===== src/rtl/fcr_pkg.sv =====
package fcr_pkg;

    localparam int DW = 16;

    // register offsets
    localparam int OFF_CMD  = 0;
    localparam int OFF_CFG1 = 1;
    localparam int OFF_CFG2 = 2;
    localparam int OFF_STAT = 3;
    localparam int OFF_INT  = 4;
    localparam int OFF_BSEL = 5;

    // interrupt bit positions
    localparam int IB_MASTER = 15;
    localparam int IB_LOAD   = 7;
    localparam int IB_PROG   = 6;
    localparam int IB_ERASE  = 5;
    localparam int IB_RESET  = 4;

    // status bit positions
    localparam int SB_CMD   = 10;
    localparam int SB_ERASE = 11;
    localparam int SB_PROG  = 12;
    localparam int SB_LOAD  = 13;

    localparam logic [DW-1:0] STAT_ERR_MASK = 16'h3C00;
    localparam logic [DW-1:0] BSEL_KEEP     = 16'h0F03;

    localparam logic [DW-1:0] CFG1_INIT     = 16'h40C0;
    localparam logic [DW-1:0] CFG2_INIT     = 16'h0000;
    localparam logic [DW-1:0] BSEL_INIT     = 16'h0001;
    localparam logic [DW-1:0] INT_COLD_INIT = 16'h8080;
    localparam logic [DW-1:0] INT_WARM_INIT = 16'h8010;
    localparam logic [DW-1:0] CFG1_RD_MASK  = 16'hFFE0;

    typedef enum logic [1:0] {
        SEQ_IDLE  = 2'd0,
        SEQ_ISSUE = 2'd1,
        SEQ_WAIT  = 2'd2
    } seq_state_e;

    typedef enum logic [2:0] {
        CK_LOAD  = 3'd0,
        CK_PROG  = 3'd1,
        CK_ERASE = 3'd2,
        CK_MISC  = 3'd3,
        CK_RESET = 3'd4,
        CK_BAD   = 3'd5
    } cmd_kind_e;

endpackage


===== src/rtl/fcr_cmd_decode.sv =====
module fcr_cmd_decode
    import fcr_pkg::*;
(
    input  logic [DW-1:0] code,
    output cmd_kind_e     kind
);
    always_comb begin
        unique case (code)
            16'h0000, 16'h0013:           kind = CK_LOAD;
            16'h0080, 16'h001A, 16'h001B: kind = CK_PROG;
            16'h0094, 16'h0095, 16'h0030: kind = CK_ERASE;
            16'h0023, 16'h0027, 16'h002A,
            16'h002C, 16'h0065, 16'h0071,
            16'h00B0:                     kind = CK_MISC;
            16'h00F0, 16'h00F3:           kind = CK_RESET;
            default:                      kind = CK_BAD;
        endcase
    end
endmodule


===== src/rtl/fcr_cmd_seq.sv =====
module fcr_cmd_seq
    import fcr_pkg::*;
(
    input  logic       clk,
    input  logic       rst_n,
    input  logic       cmd_wr,
    input  logic       int_pending,
    input  cmd_kind_e  kind,
    input  logic       any_done,
    output logic       accept,
    output logic       warm_rst,
    output logic       bad_cmd,
    output logic       start_op,
    output seq_state_e state
);
    seq_state_e state_nx;
    logic       launch;

    // state register
    always_ff @(posedge clk or negedge rst_n) begin
        if (!rst_n) state <= SEQ_IDLE;
        else        state <= state_nx;
    end

    // acceptance and next state
    always_comb begin
        accept   = cmd_wr && !int_pending &&
                   ((state == SEQ_IDLE) || (kind == CK_RESET));
        warm_rst = accept && (kind == CK_RESET);
        bad_cmd  = accept && (kind == CK_BAD);
        launch   = accept && (kind inside {CK_LOAD, CK_PROG, CK_ERASE, CK_MISC});
        state_nx = state;
        unique case (state)
            SEQ_IDLE:  if (launch) state_nx = SEQ_ISSUE;
            SEQ_ISSUE: state_nx = (warm_rst || any_done) ? SEQ_IDLE : SEQ_WAIT;
            SEQ_WAIT:  if (warm_rst || any_done) state_nx = SEQ_IDLE;
            default:   state_nx = SEQ_IDLE;
        endcase
    end

    // outputs
    always_comb begin
        start_op = (state == SEQ_ISSUE);
    end
endmodule


===== src/rtl/fcr_event_regs.sv =====
module fcr_event_regs
    import fcr_pkg::*;
(
    input  logic          clk,
    input  logic          rst_n,
    input  logic          warm_rst,
    input  logic          int_wr,
    input  logic [DW-1:0] wdata,
    input  logic          bad_cmd,
    input  logic          done_load,
    input  logic          done_prog,
    input  logic          done_erase,
    input  logic          done_misc,
    input  logic          err_load,
    input  logic          err_prog,
    input  logic          err_erase,
    output logic [DW-1:0] int_q,
    output logic [DW-1:0] stat_q
);
    logic [DW-1:0] int_and, int_set, int_nx;
    logic [DW-1:0] stat_kept, stat_set, stat_nx;

    always_comb begin
        int_and = int_wr ? (int_q & wdata) : int_q;
        int_set = '0;
        int_set[IB_MASTER] = done_load | done_prog | done_erase | done_misc | bad_cmd;
        int_set[IB_LOAD]   = done_load;
        int_set[IB_PROG]   = done_prog;
        int_set[IB_ERASE]  = done_erase;
        int_nx = int_and | int_set;

        stat_kept = (int_wr && !int_and[IB_MASTER]) ? (stat_q & ~STAT_ERR_MASK) : stat_q;
        stat_set = '0;
        stat_set[SB_CMD]   = err_load | err_prog | err_erase | bad_cmd;
        stat_set[SB_LOAD]  = err_load;
        stat_set[SB_PROG]  = err_prog;
        stat_set[SB_ERASE] = err_erase;
        stat_nx = stat_kept | stat_set;
    end

    always_ff @(posedge clk or negedge rst_n) begin
        if (!rst_n) begin
            int_q  <= INT_COLD_INIT;
            stat_q <= '0;
        end else if (warm_rst) begin
            int_q  <= INT_WARM_INIT;
            stat_q <= '0;
        end else begin
            int_q  <= int_nx;
            stat_q <= stat_nx;
        end
    end
endmodule


===== src/rtl/flash_cmd_regs.sv =====
module flash_cmd_regs
    import fcr_pkg::*;
#(
    parameter int ADDR_W = 4
) (
    input  logic              clk,
    input  logic              rst_n,
    input  logic              reg_we,
    input  logic [ADDR_W-1:0] reg_addr,
    input  logic [DW-1:0]     reg_wdata,
    output logic [DW-1:0]     reg_rdata,
    output logic              cmd_start,
    output logic [DW-1:0]     cmd_code,
    output logic [3:0]        buf_addr,
    output logic [2:0]        sec_count,
    input  logic              done_load,
    input  logic              done_prog,
    input  logic              done_erase,
    input  logic              done_misc,
    input  logic              err_load,
    input  logic              err_prog,
    input  logic              err_erase,
    output logic              irq,
    output logic              rdy
);
    logic [DW-1:0] cmd_q, cfg1_q, cfg2_q, bsel_q, int_q, stat_q;
    cmd_kind_e     kind;
    seq_state_e    seq_state;
    logic          accept, warm_rst, bad_cmd, start_op;
    logic          wr_cmd, wr_cfg1, wr_cfg2, wr_int, wr_bsel;

    assign wr_cmd  = reg_we && (reg_addr == ADDR_W'(OFF_CMD));
    assign wr_cfg1 = reg_we && (reg_addr == ADDR_W'(OFF_CFG1));
    assign wr_cfg2 = reg_we && (reg_addr == ADDR_W'(OFF_CFG2));
    assign wr_int  = reg_we && (reg_addr == ADDR_W'(OFF_INT));
    assign wr_bsel = reg_we && (reg_addr == ADDR_W'(OFF_BSEL));

    fcr_cmd_decode u_dec (
        .code (reg_wdata),
        .kind (kind)
    );

    fcr_cmd_seq u_seq (
        .clk         (clk),
        .rst_n       (rst_n),
        .cmd_wr      (wr_cmd),
        .int_pending (int_q[IB_MASTER]),
        .kind        (kind),
        .any_done    (done_load | done_prog | done_erase | done_misc),
        .accept      (accept),
        .warm_rst    (warm_rst),
        .bad_cmd     (bad_cmd),
        .start_op    (start_op),
        .state       (seq_state)
    );

    fcr_event_regs u_evt (
        .clk        (clk),
        .rst_n      (rst_n),
        .warm_rst   (warm_rst),
        .int_wr     (wr_int),
        .wdata      (reg_wdata),
        .bad_cmd    (bad_cmd),
        .done_load  (done_load),
        .done_prog  (done_prog),
        .done_erase (done_erase),
        .done_misc  (done_misc),
        .err_load   (err_load),
        .err_prog   (err_prog),
        .err_erase  (err_erase),
        .int_q      (int_q),
        .stat_q     (stat_q)
    );

    always_ff @(posedge clk or negedge rst_n) begin
        if (!rst_n) begin
            cmd_q  <= '0;
            cfg1_q <= CFG1_INIT;
            cfg2_q <= CFG2_INIT;
            bsel_q <= BSEL_INIT;
        end else if (warm_rst) begin
            cmd_q  <= '0;
            cfg1_q <= CFG1_INIT;
            cfg2_q <= CFG2_INIT;
            bsel_q <= BSEL_INIT;
        end else begin
            if (accept)  cmd_q  <= reg_wdata;
            if (wr_cfg1) cfg1_q <= reg_wdata;
            if (wr_cfg2) cfg2_q <= reg_wdata;
            if (wr_bsel) bsel_q <= reg_wdata & BSEL_KEEP;
        end
    end

    always_comb begin
        case (reg_addr)
            ADDR_W'(OFF_CMD):  reg_rdata = cmd_q;
            ADDR_W'(OFF_CFG1): reg_rdata = cfg1_q & CFG1_RD_MASK;
            ADDR_W'(OFF_CFG2): reg_rdata = cfg2_q;
            ADDR_W'(OFF_STAT): reg_rdata = stat_q;
            ADDR_W'(OFF_INT):  reg_rdata = int_q;
            ADDR_W'(OFF_BSEL): reg_rdata = bsel_q;
            default:           reg_rdata = '0;
        endcase
    end

    assign cmd_start = start_op;
    assign cmd_code  = cmd_q;
    assign buf_addr  = bsel_q[11:8];
    assign sec_count = (bsel_q[1:0] == 2'b00) ? 3'd4 : {1'b0, bsel_q[1:0]};
    assign irq       = int_q[IB_MASTER] ^ ~cfg1_q[6];
    assign rdy       = cfg1_q[7];

endmodule


===== config.mk =====
export PLATFORM = sky130hd
export DESIGN_NAME = flash_cmd_regs
export DESIGN_NICKNAME = d
export VERILOG_FILES = /design/src/rtl/fcr_pkg.sv /design/src/rtl/fcr_cmd_decode.sv /design/src/rtl/fcr_cmd_seq.sv /design/src/rtl/fcr_event_regs.sv /design/src/rtl/flash_cmd_regs.sv
export SDC_FILE = /design/constraint.sdc
export NUM_CORES = 1
export LEC_CHECK = 0
export ABC_AREA = 0
export BUFFER_PORTS_ARGS = -buffer_cell sky130_fd_sc_hd__buf_4
export CORE_MARGIN = 2
export CORE_UTILIZATION = 35
export CTS_CLUSTER_SIZE = 30
export DETAILED_ROUTE_END_ITERATION = 8
export PLACE_DENSITY = 0.66
export SYNTH_ARGS = -nofsm -noshare
export SYNTH_HDL_FRONTEND = slang
export SYNTH_SLANG_ARGS = --single-unit

===== constraint.sdc =====
create_clock -name clk -period 3.6 [get_ports clk]
set_input_delay 0.72 -clock clk [delete_from_list [all_inputs] [get_ports clk]]
set_output_delay 0.72 -clock clk [all_outputs]
set_load 0.1 [all_outputs]

======== After elaboration in Yosys (flattened, before gate mapping) ========
Cells that the tools add are included.
word-level totals
  bits in registers ....................... 98
  word-level logic and storage cells ...... 99
  bits of input ports ..................... 30
cells by class
  equal/unequal tests ..................... 30
  reductions and logical operators ........ 31
  mux-type cells .......................... 19
  bitwise logic cells ..................... 12
operators with widths
  operator             count
  $mux 16              11
  $eq 16x8->1 const B  6
  $pmux 16 s6          1
  $eq 16x6->1 const B  5
  $eq 16x5->1 const B  3
  $eq 16x7->1 const B  2
  $and 16x16->16       1
  $logic_not 16->1     1
  $or 16x14->16        1
  $or 16x16->16        1
  $pmux 3 s5           1
  $mux 14              1
  $logic_and 1x1->1    11
  $eq 4x2->1 const B   2
  $eq 4x3->1 const B   2
  $reduce_bool 2->1    4
  $or 1x1->1           7
  $reduce_or 7->1      1
  $eq 3x2->1 const B   2
  $eq 3x3->1 const B   2
  $mux 2               3
  $pmux 2 s3           1
  $reduce_or 3->1      2
  $eq 4x1->1 const B   1
  15 further kinds     20

======== Depth between registers and ports, before layout ========
  depth in word-level cells ............... 10
  depth in mapped cells ................... 7

======== Cells and area by module ========
Synthesis repeated with hierarchy kept, for this count alone.
unflattened totals
  cells, all modules ...................... 447
  area, all modules ....................... 4341.7 um2
modules (own cells, without submodules)
  module          sequential area each (um2)  cells each  instances  area each (um2)
  flash_cmd_regs  1231.2                      298         1          2874.0
  fcr_event_regs  503.0                       73          1          873.3
  fcr_cmd_decode  0.0                         63          1          464.2
  fcr_cmd_seq     50.0                        13          1          130.1

======== Worst setup path before layout ========
No wires, ideal clock.
  kind .................................... input port to output port
  start ................................... input reg_addr[3]
  end ..................................... output reg_rdata[11]
  data arrival time ....................... 2418 ps
  stages .................................. 5
  slack ................................... 462 ps
  data required time ...................... 2880 ps
  path through ............................ buf_2 -> nor4b_4 -> clkbuf_1 -> a22oi_1 -> nand2_1
on the way
  longest elaborated chain between the ends .. 2
ends and longest elaborated chain
  element                             RTL line              source
  start: declaration                  flash_cmd_regs.sv:9   input logic [ADDR_W-1:0] reg_addr,
  $eq 4x3->1 (tied with other cells)  flash_cmd_regs.sv:95  case (reg_addr)
  $pmux 16 s6 *                       flash_cmd_regs.sv:95
  end: declaration                    flash_cmd_regs.sv:11  output logic [DW-1:0] reg_rdata,
Mark *: on every way between the ends. The rest lies on a longest branch, timed or not.

======== Worst setup path in the final report ========
  start ................................... input reg_addr[0]
  end ..................................... output reg_rdata[8]
The elaborated chain is that of the path after synthesis.

==> results.cfg <==
[status]
status = completed

[cts]
cts_root_buffer = clkbuf_8
insertion_delay_ns = 0.35
path_clk_slew_ns = 0.08
hold_buffers = 0
clock-sinks = 71
cts-resized-gates = 0
htreeDepth = 3
numCtsBuffers = 9
post_cts_buffers = 0
cts_tree = done
clock_path_buffers = 2

[synthesis]
yosys_warnings = 0
syn_avg_cell_area_sq_um = 8.846
postSynth.asyncResetShare_pct = 100.0
synthesis.area_sq_um = 3654
syn-num-nets = 443
syn_inst = 413
seq_area_frac_synth_pct = 48.84
ys.flop_type = dfrtp_1
synth_cell_types = 53
ys_seq_elements = 71
synth_edf_count = 0

[run]
maxCapViolCount = 0

[sta]
skew_ns = 0.01600
finalHoldViolCount = 0
worstMarginPinSlew_ns = 0.9023
timing.final.ws_setup_ns = 0.8537
rsz0062_at_grt = false
holdWs_ns = 0.4921
period_needed_ns = 2.746
final.setup.tns_ns = 0
slew_violations = 0
min_period_over_period_pct = 76.29
max_freq_mhz = 364.1
max-slew-margin-rel_pct = 39.84
setup_viol = 0

[routing]
ant_nets = 0
wl_per_cell_microns = 16.96
drc = 0
first_pass_iters = 7
vias_per_cell = 5.331
routed_wl_microns = 10350
vias = 3252
detail_route.iter0.violations = 292

[global_route]
grt_antenna_before_repair = 0
grtUsageTotal_pct = 18.91
grt_overflow = 0
grt_pass1_wl_microns = 16770
grt_pass1_vias = 3199
grt_max_degree = 72

[floorplan]
die_x_microns = 106.2
rows = 37
die_height_microns = 106.2
core_sq_um = 10230
start_util_pct = 35.71
die-area_sq_um = 11270
ios = 72

[layout]
fin_nets = 499
finalNonFillerCells = 610
finalInstanceArea_sq_um = 4427
drive_above_1_share_pct = 24.05
utilization_pct = 43.27
antenna_cells = 0
area_delta_synth_final_pct = 21.16

[setup_path]
r2r_cells = 4
r2r_slack_ns = 1.88
cp_max_fo = 12
regToRegEndpoint = u_evt.int_q[0]
cp_data_required_time_ns = 2.88
startpoint_type = input pin
r2r-start = u_evt.int_q[15]
cp-end-kind = primary output
worstSetupPathType = in2out
worstPathArrival_ns = 2.03

[place]
postPlaceCellArea_sq_um = 4259
dp_hpwl_microns = 7241
port_buffers = 71
dp.cells = 594
gp_congestion = 0.8242
dp_slack_ns = 0.8357

[power_and_ir_drop]
peakVddDrop_v = 0.0002060
pwr_density_cell_nw_per_um2 = 445.1
total_power_mw = 1.970
p_leak_nw = 2.157

[hold_path]
min_from = cfg1_q[14]
whs_path_depth = 2
hold_path_class = reg2reg
holdPathEnd = cfg1_q[14]
cells by family (layout without fill, tap and decap cells):
kind of cell    count (synthesis)  after routing  synth area share, %
buf+inv                        43            104                5.548
compound gates                 80             80                13.97
xor+xnor                        5              5                1.199
flops                          71             71                48.84
simple gates                  202            202                27.16
mux                            12             12                3.288
power breakdown:
group	internal, mW	total (mW)	leakage, nW	switching [mW]
clock	0.266	0.557	0.0861	0.291
sequential	0.881	0.932	0.904	0.0508
combinational	0.122	0.481	1.17	0.359
synthesized netlist by cell type, types with 4 or more instances:
cell      instances  share of area, %
dfstp_2           6               4.3
a221o_1           4               1.1
a21oi_1          13               1.8
mux2i_1          12               3.3
a222oi_1          8               2.2
buf_4             4              0.82
dfrtp_1          65                45
clkbuf_1         17               1.7
or4_1             4              0.82
inv_1             6              0.62
nor2_1           30               3.1
o21ai_0          36               4.9
buf_2            14               1.9
nand3_1          19               2.6
a22oi_1           6               1.2
nand2_1         112                12
area by class of cell:
| type | instances | area, sq um |
|---|---|---|
| multi-input cells | 299 | 1667 |
| clock inverters | 4 | 22.52 |
| clock buffers | 12 | 145.1 |
| fillers | 1008 | 5804 |
| flip-flops and latches | 71 | 1784 |
| inverters | 6 | 22.52 |
| repair buffers | 82 | 615.6 |
| well taps | 136 | 170.2 |
critical path, stage by stage:
cell and delay (ns):
buf_4 0.20, nand2b_1 0.13, nor3_1 0.16, buf_4 0.25
nand2_1 0.07, o21ai_0 0.07, a221o_1 0.14, buf_4 0.28
worst max path at each step:
stage	cells after the start	to	from
6_report	8	reg_rdata[8]	reg_addr[0]
2_1_floorplan	5	reg_rdata[11]	reg_addr[3]
3_5_place_dp	7	cmd_code[5]	reg_addr[0]
3_3_place_gp	7	u_evt.int_q[9]	reg_addr[0]
4_1_cts	8	reg_rdata[9]	reg_addr[0]
5_1_grt	8	reg_rdata[9]	reg_addr[0]
sequential cells by signal (all words and copies together), names as in the netlist:
register,count
bsel_q,6
u_evt.int_q,16
cmd_code,16
cfg1_q,11
u_seq.state,2
u_evt.stat_q,4
cfg2_q,16
layer usage:
layer  share of wire, %  global-route usage [%]  up-vias
met3                5.7                   4.169       13
met1                 44                   25.58     1598
li1                   -                       -     1532
met2                 48                   30.63      109
met4                1.6                   5.169        0
met5                  0                       0        -
layout by cell type (no fill, tap or decap), types with 4 or more instances in the layout:
cell type  count
nand2_1      112
buf_4         82
dfrtp_1       65
o21ai_0       36
nor2_1        30
nand3_1       19
a21oi_1       13
mux2i_1       12
clkbuf_8      10
a222oi_1       8
a22oi_1        6
inv_1          6
dfstp_2        6
a221o_1        4
or4_1          4
(Power assumes the default switching activity.)
